$ cat config.mk
export PLATFORM = sky130hd
export DESIGN_NAME = casc_flag_chain
export DESIGN_NICKNAME = d
export VERILOG_FILES = /design/src/rtl/cfc_pkg.sv /design/src/rtl/cfc_match_stage.sv /design/src/rtl/cfc_full_stage.sv /design/src/rtl/cfc_dev_select.sv /design/src/rtl/casc_flag_chain.sv
export SDC_FILE = /design/constraint.sdc
export NUM_CORES = 1
export LEC_CHECK = 0
export BUFFER_PORTS_ARGS = -buffer_cell sky130_fd_sc_hd__buf_2
export CORE_UTILIZATION = 34
export DETAILED_ROUTE_END_ITERATION = 16
export MAX_ROUTING_LAYER = met4
export PLACE_DENSITY = 0.83
export REMOVE_ABC_BUFFERS = 1
export SLEW_MARGIN = 20
export SYNTH_ARGS = -nofsm -noshare
export SYNTH_HDL_FRONTEND = slang
export SYNTH_HIERARCHICAL = 1
export SYNTH_SLANG_ARGS = --single-unit
$ cat constraint.sdc
create_clock -name clk -period 1.4 [get_ports clk]
set_input_delay 0.07 -clock clk [delete_from_list [all_inputs] [get_ports clk]]
set_output_delay 0.07 -clock clk [all_outputs]
set_load 0.02 [all_outputs]
$ cat src/rtl/cfc_pkg.sv
package cfc_pkg;
  localparam int unsigned CFC_PAGE_W = 16;

  // active-low merge of local hit with upstream match
  function automatic logic merge_match_n(input logic hit, input logic up_n);
    return ~(hit | ~up_n);
  endfunction

  // active-low full: low only when both local and upstream are full
  function automatic logic merge_full_n(input logic full, input logic up_n);
    return ~(full & ~up_n);
  endfunction
endpackage

$ cat src/rtl/cfc_match_stage.sv
module cfc_match_stage (
  input  logic clk,
  input  logic rst_n,
  input  logic cyc_start,
  input  logic cyc_end,
  input  logic chain_en_n,
  input  logic cmp_valid,
  input  logic cmp_hit,
  input  logic set_switch,
  input  logic mf_enable,
  input  logic match_in_n,
  output logic match_out_n,
  output logic hit_held,
  output logic chain_on
);
  import cfc_pkg::*;

  logic hit_q, hit_d;
  logic on_q, on_d;
  logic mo_q, mo_d;

  always_comb begin
    on_d = on_q;
    if (cyc_start) on_d = ~chain_en_n;

    hit_d = hit_q;
    if (set_switch)     hit_d = 1'b0;
    else if (cmp_valid) hit_d = cmp_hit;

    mo_d = mo_q;
    if (set_switch) begin
      mo_d = 1'b1;
    end else if (cyc_end) begin
      if (!on_q)          mo_d = 1'b1;
      else if (mf_enable) mo_d = merge_match_n(hit_q, match_in_n);
      else                mo_d = match_in_n;
    end
  end

  always_ff @(posedge clk or negedge rst_n) begin
    if (!rst_n) begin
      hit_q <= 1'b0;
      on_q  <= 1'b0;
      mo_q  <= 1'b1;
    end else begin
      hit_q <= hit_d;
      on_q  <= on_d;
      mo_q  <= mo_d;
    end
  end

  assign match_out_n = mo_q;
  assign hit_held    = hit_q;
  assign chain_on    = on_q;
endmodule

$ cat src/rtl/cfc_full_stage.sv
module cfc_full_stage (
  input  logic clk,
  input  logic rst_n,
  input  logic cyc_end,
  input  logic loc_full,
  input  logic full_in_n,
  input  logic ff_enable,
  output logic full_out_n,
  output logic nf_owner
);
  import cfc_pkg::*;

  logic fo_q, fo_d;
  logic live_q, live_d;

  always_comb begin
    fo_d   = fo_q;
    live_d = live_q;
    if (cyc_end) begin
      live_d = 1'b1;
      fo_d   = ff_enable ? merge_full_n(loc_full, full_in_n) : full_in_n;
    end
  end

  always_ff @(posedge clk or negedge rst_n) begin
    if (!rst_n) begin
      fo_q   <= 1'b1;
      live_q <= 1'b0;
    end else begin
      fo_q   <= fo_d;
      live_q <= live_d;
    end
  end

  // until the first cycle end the device is transparent
  assign full_out_n = live_q ? fo_q : full_in_n;
  assign nf_owner   = ff_enable & ~full_in_n & ~loc_full;
endmodule

$ cat src/rtl/cfc_dev_select.sv
module cfc_dev_select #(
  parameter int unsigned PAGE_W   = 16,
  parameter bit          BCAST_EN = 1'b1
) (
  input  logic [PAGE_W-1:0] page_addr,
  input  logic [PAGE_W-1:0] dev_sel,
  input  logic              wr_op,
  output logic              sel_hit
);
  localparam logic [PAGE_W-1:0] ALL_DEV = {PAGE_W{1'b1}};

  logic own_hit;
  assign own_hit = (dev_sel == page_addr);

  generate
    if (BCAST_EN) begin : g_bcast
      assign sel_hit = own_hit | (wr_op & (dev_sel == ALL_DEV));
    end else begin : g_nobcast
      assign sel_hit = own_hit;
    end
  endgenerate
endmodule

$ cat src/rtl/casc_flag_chain.sv
module casc_flag_chain #(
  parameter int unsigned PAGE_W = cfc_pkg::CFC_PAGE_W
) (
  input  logic              clk,
  input  logic              rst_n,
  input  logic              cyc_start,
  input  logic              cyc_end,
  input  logic              chain_en_n,
  input  logic              cmp_valid,
  input  logic              cmp_hit,
  input  logic              set_switch,
  input  logic              loc_full,
  input  logic              match_in_n,
  input  logic              full_in_n,
  input  logic              mf_enable,
  input  logic              ff_enable,
  input  logic [PAGE_W-1:0] page_addr,
  input  logic [PAGE_W-1:0] dev_sel,
  input  logic              wr_op,
  input  logic              hp_req,
  input  logic              nf_req,
  input  logic              page_wr_req,
  output logic              match_out_n,
  output logic              full_out_n,
  output logic              sel_hit,
  output logic              hp_grant,
  output logic              nf_grant,
  output logic              page_wr_grant
);
  logic hit_held;
  logic chain_on;
  logic nf_owner;

  cfc_match_stage u_match (
    .clk         (clk),
    .rst_n       (rst_n),
    .cyc_start   (cyc_start),
    .cyc_end     (cyc_end),
    .chain_en_n  (chain_en_n),
    .cmp_valid   (cmp_valid),
    .cmp_hit     (cmp_hit),
    .set_switch  (set_switch),
    .mf_enable   (mf_enable),
    .match_in_n  (match_in_n),
    .match_out_n (match_out_n),
    .hit_held    (hit_held),
    .chain_on    (chain_on)
  );

  cfc_full_stage u_full (
    .clk        (clk),
    .rst_n      (rst_n),
    .cyc_end    (cyc_end),
    .loc_full   (loc_full),
    .full_in_n  (full_in_n),
    .ff_enable  (ff_enable),
    .full_out_n (full_out_n),
    .nf_owner   (nf_owner)
  );

  cfc_dev_select #(.PAGE_W(PAGE_W), .BCAST_EN(1'b1)) u_sel (
    .page_addr (page_addr),
    .dev_sel   (dev_sel),
    .wr_op     (wr_op),
    .sel_hit   (sel_hit)
  );

  assign hp_grant      = hp_req & mf_enable & hit_held & match_in_n;
  assign nf_grant      = nf_req & nf_owner;
  assign page_wr_grant = page_wr_req & sel_hit & ff_enable;
endmodule

==> run_summary.xml <==
<?xml version="1.0" encoding="UTF-8"?>
<metrics>
  <group name="run_status">
    <metric name="status" unit="">complete, no violations</metric>
  </group>
  <group name="detailed_routing">
    <metric name="ant_nets" unit="">0</metric>
    <metric name="route.detailed.vias_per_inst" unit="">4.78</metric>
    <metric name="remaining_drc_errors" unit="">0</metric>
    <metric name="total_wirelength" unit="µm">1210</metric>
    <metric name="drt-initial-drc-count" unit="">0</metric>
    <metric name="num_vias" unit="">598</metric>
    <metric name="wl_per_cell" unit="µm">9.71</metric>
    <metric name="drt_first_pass_iters" unit="">1</metric>
  </group>
  <group name="clock_tree">
    <metric name="clock_tree.htree_level_count" unit="">1</metric>
    <metric name="tritoncts" unit="">yes</metric>
    <metric name="cts.path.max_buffers" unit="">2</metric>
    <metric name="clk-insertion-delay-late" unit="ps">230</metric>
    <metric name="clk_transition_reported_paths" unit="ps">40</metric>
    <metric name="cts_inserted_buffers" unit="">3</metric>
    <metric name="post_cts.resized_instances" unit="">0</metric>
    <metric name="root_buffer" unit="">clkbuf_4</metric>
    <metric name="cts.sink_count" unit="">5</metric>
  </group>
  <group name="place">
    <metric name="post-dp-hpwl" unit="µm">1130</metric>
    <metric name="detailedPlace.worstSlack" unit="ps">171</metric>
    <metric name="dpl-instance-area" unit="µm²">747</metric>
    <metric name="finalWeightedCongestion" unit="">0.655</metric>
    <metric name="port_buffers" unit="">54</metric>
  </group>
  <group name="critical_path">
    <metric name="crit-reg2reg-launch" unit="">u_match/hit_held</metric>
    <metric name="startpoint" unit="">page_addr[2]</metric>
    <metric name="rr_worst_depth" unit="">2</metric>
    <metric name="criticalPathCategory" unit="">in -&gt; out</metric>
    <metric name="rrSetupSlack" unit="ps">600</metric>
    <metric name="cp-start-kind" unit="">input pin</metric>
    <metric name="endpoint_kind" unit="">primary output</metric>
    <metric name="cp-endpoint" unit="">page_wr_grant</metric>
    <metric name="crit_arrival" unit="ps">1140</metric>
    <metric name="critPathRequiredTime" unit="ps">1330</metric>
    <metric name="worstReg2RegEnd" unit="">u_match/match_out_n</metric>
    <metric name="worstPathMaxFanout" unit="">2</metric>
  </group>
  <group name="floorplanning">
    <metric name="start_util" unit="">0.387</metric>
    <metric name="ioPinCount" unit="">55</metric>
    <metric name="design.die.area" unit="mm²">0.00150</metric>
    <metric name="die-width" unit="µm">38.8</metric>
    <metric name="core_area" unit="mm²">0.00119</metric>
    <metric name="fp-row-count" unit="">12</metric>
    <metric name="die_h" unit="µm">38.8</metric>
  </group>
  <group name="layout">
    <metric name="drive_above_1_share" unit="">0.559</metric>
    <metric name="layout.nets" unit="">161</metric>
    <metric name="final_area" unit="µm²">793</metric>
    <metric name="final_core_util" unit="">0.669</metric>
    <metric name="areaGrowthSynthToFinish" unit="%">72.8</metric>
    <metric name="diodes" unit="">0</metric>
  </group>
  <group name="sta">
    <metric name="timing_hold_violations_final" unit="">0</metric>
    <metric name="clock.fmax" unit="MHz">829</metric>
    <metric name="timing.final.setup_violations" unit="">0</metric>
    <metric name="timing.final.crit_share" unit="">0.862</metric>
    <metric name="finalSetupTns" unit="ps">0</metric>
    <metric name="finalCriticalPeriod" unit="ps">1210</metric>
    <metric name="worst_slew_pin_slew" unit="ps">299</metric>
    <metric name="rsz0062_at_grt" unit="">no</metric>
    <metric name="timing.final.ws_setup" unit="ps">194</metric>
    <metric name="max-slew-margin-rel" unit="">0.799</metric>
    <metric name="finalClockSkew" unit="ps">0.0480</metric>
    <metric name="timing_max_transition_violations_final" unit="">0</metric>
  </group>
  <group name="power_and_ir_drop">
    <metric name="total_leakage_power" unit="nW">0.431</metric>
    <metric name="power_density" unit="mW/mm²">609</metric>
    <metric name="vdd_drop_max" unit="V">0.000283</metric>
    <metric name="total_power" unit="µW">483</metric>
  </group>
  <group name="job">
    <metric name="drv.max_cap_violation_count" unit="">0</metric>
  </group>
  <group name="grt">
    <metric name="globalRouteTotalUtil" unit="">0.186</metric>
    <metric name="vias_in_the_first_global_route" unit="">547</metric>
    <metric name="grt_first_pass_wirelength" unit="µm">1880</metric>
    <metric name="antenna_found_initial" unit="">0</metric>
    <metric name="grt_max_degree" unit="">6</metric>
    <metric name="grt_remaining_overflow" unit="">0</metric>
  </group>
  <group name="worst_hold_path">
    <metric name="min-delay-start" unit="">cyc_start</metric>
    <metric name="min_delay_path_depth" unit="">2</metric>
    <metric name="hp-class" unit="">in -&gt; reg</metric>
  </group>
  <group name="synth">
    <metric name="yosysUniqueCellTypes" unit="">21</metric>
    <metric name="yosys_register_bits" unit="">5</metric>
    <metric name="synth_area" unit="µm²">459</metric>
    <metric name="postSynthCellCount" unit="">51</metric>
    <metric name="synth_sequential_area_ratio" unit="">0.278</metric>
    <metric name="yosysWarnings" unit="">6</metric>
    <metric name="avgSynthCellArea" unit="µm²">9.00</metric>
  </group>
</metrics>
[cells in the final DEF (no fill, tap or decap), types with 2 or more instances in the layout]
cell,n
nand4_1,5
nor4_1,4
xor2_1,16
dfrtp_1,3
dlygate4sd3_1,2
dfstp_2,2
nor2_1,4
buf_2,54
clkbuf_4,3
nand2_1,3
[routing by layer]
| layer | vias to the layer above | GRT usage | part of all wire |
|---|---|---|---|
| li1 | 308 | - | - |
| met1 | 252 | 0.158 | 0.34 |
| met2 | 38 | 0.392 | 0.55 |
| met3 | 0 | 0.0173 | 0.10 |
| met4 | 0 | 0.0776 | 0 |
| met5 | - | - | 0 |
[sequential cells by signal, summed over array words and instances, names as in the netlist]
name and flops:
u_full/fo_q 1, u_match/match_out_n 1, u_full/live_q 1, u_match/chain_on 1
u_match/hit_held 1
[cell type report]
type / count / area [µm²]
fill: 107 / 393
multi-input combinational: 45 / 328
timing repair buffer: 56 / 290
sequential: 5 / 128
clock buffer: 4 / 26.3
tap: 14 / 17.5
inverter: 1 / 3.75
[worst max-delay path: stages]
cell and delay [ps]:
buf_2 100, xor2_1 150, nor4_1 310, nand4_1 140
nand2_1 80, and3_1 130, buf_2 150
[synth_stat cells]
cell / n / share of area
a21boi_0: 1 / 0.016
a21oi_1: 1 / 0.011
a31oi_1: 1 / 0.014
and2_1: 1 / 0.014
and3_1: 1 / 0.014
and4_1: 1 / 0.019
dfrtp_1: 3 / 0.16
dfstp_2: 2 / 0.11
inv_1: 1 / 0.0082
mux2i_1: 1 / 0.022
nand2_1: 3 / 0.025
nand2b_4: 1 / 0.030
nand3b_1: 1 / 0.016
nand4_1: 5 / 0.068
nor2_1: 4 / 0.033
nor4_1: 4 / 0.054
nor4_2: 1 / 0.027
o21ai_0: 1 / 0.011
o32a_1: 1 / 0.022
or2_2: 1 / 0.014
xor2_1: 16 / 0.31
[how the worst min path moves through the flow]
stage                                  end  slack (ps)
final                     u_match/chain_on          20
after global routing      u_match/chain_on          30
after CTS                 u_match/chain_on           9
after detailed placement  u_match/hit_held        -110
after global placement    u_match/hit_held        -110
after floorplan              u_full/live_q        -230
[report_power, final]
part           internal, mW  switching (mW)
clock network         0.107          0.0527
logic                0.0891          0.0722
registers             0.157         0.00468
[cell families after synthesis]
group	count (synthesis)	synth area share
xor gates and xnor gates	16	0.305
DFF	5	0.278
buffers and inverters	1	0.00817
and+or+nand+nor	23	0.313
muxes	1	0.0218
AOI/OAI and AO/OA	5	0.0736
[per-stage QoR]
step,hold slack [ps],std cells
6_report,17.8,125
5_1_grt,25.8,125
4_1_cts,8.76,125
3_5_place_dp,-109,119
3_3_place_gp,-114,119
2_1_floorplan,-226,51
[repair_timing]
item                                   4_1_cts  5_1_grt
buffers inserted                             0        0
hold buffers                                 2        0
endpoints found under the hold margin        6        0
No activity file was read; power rests on OpenSTA's default activity.
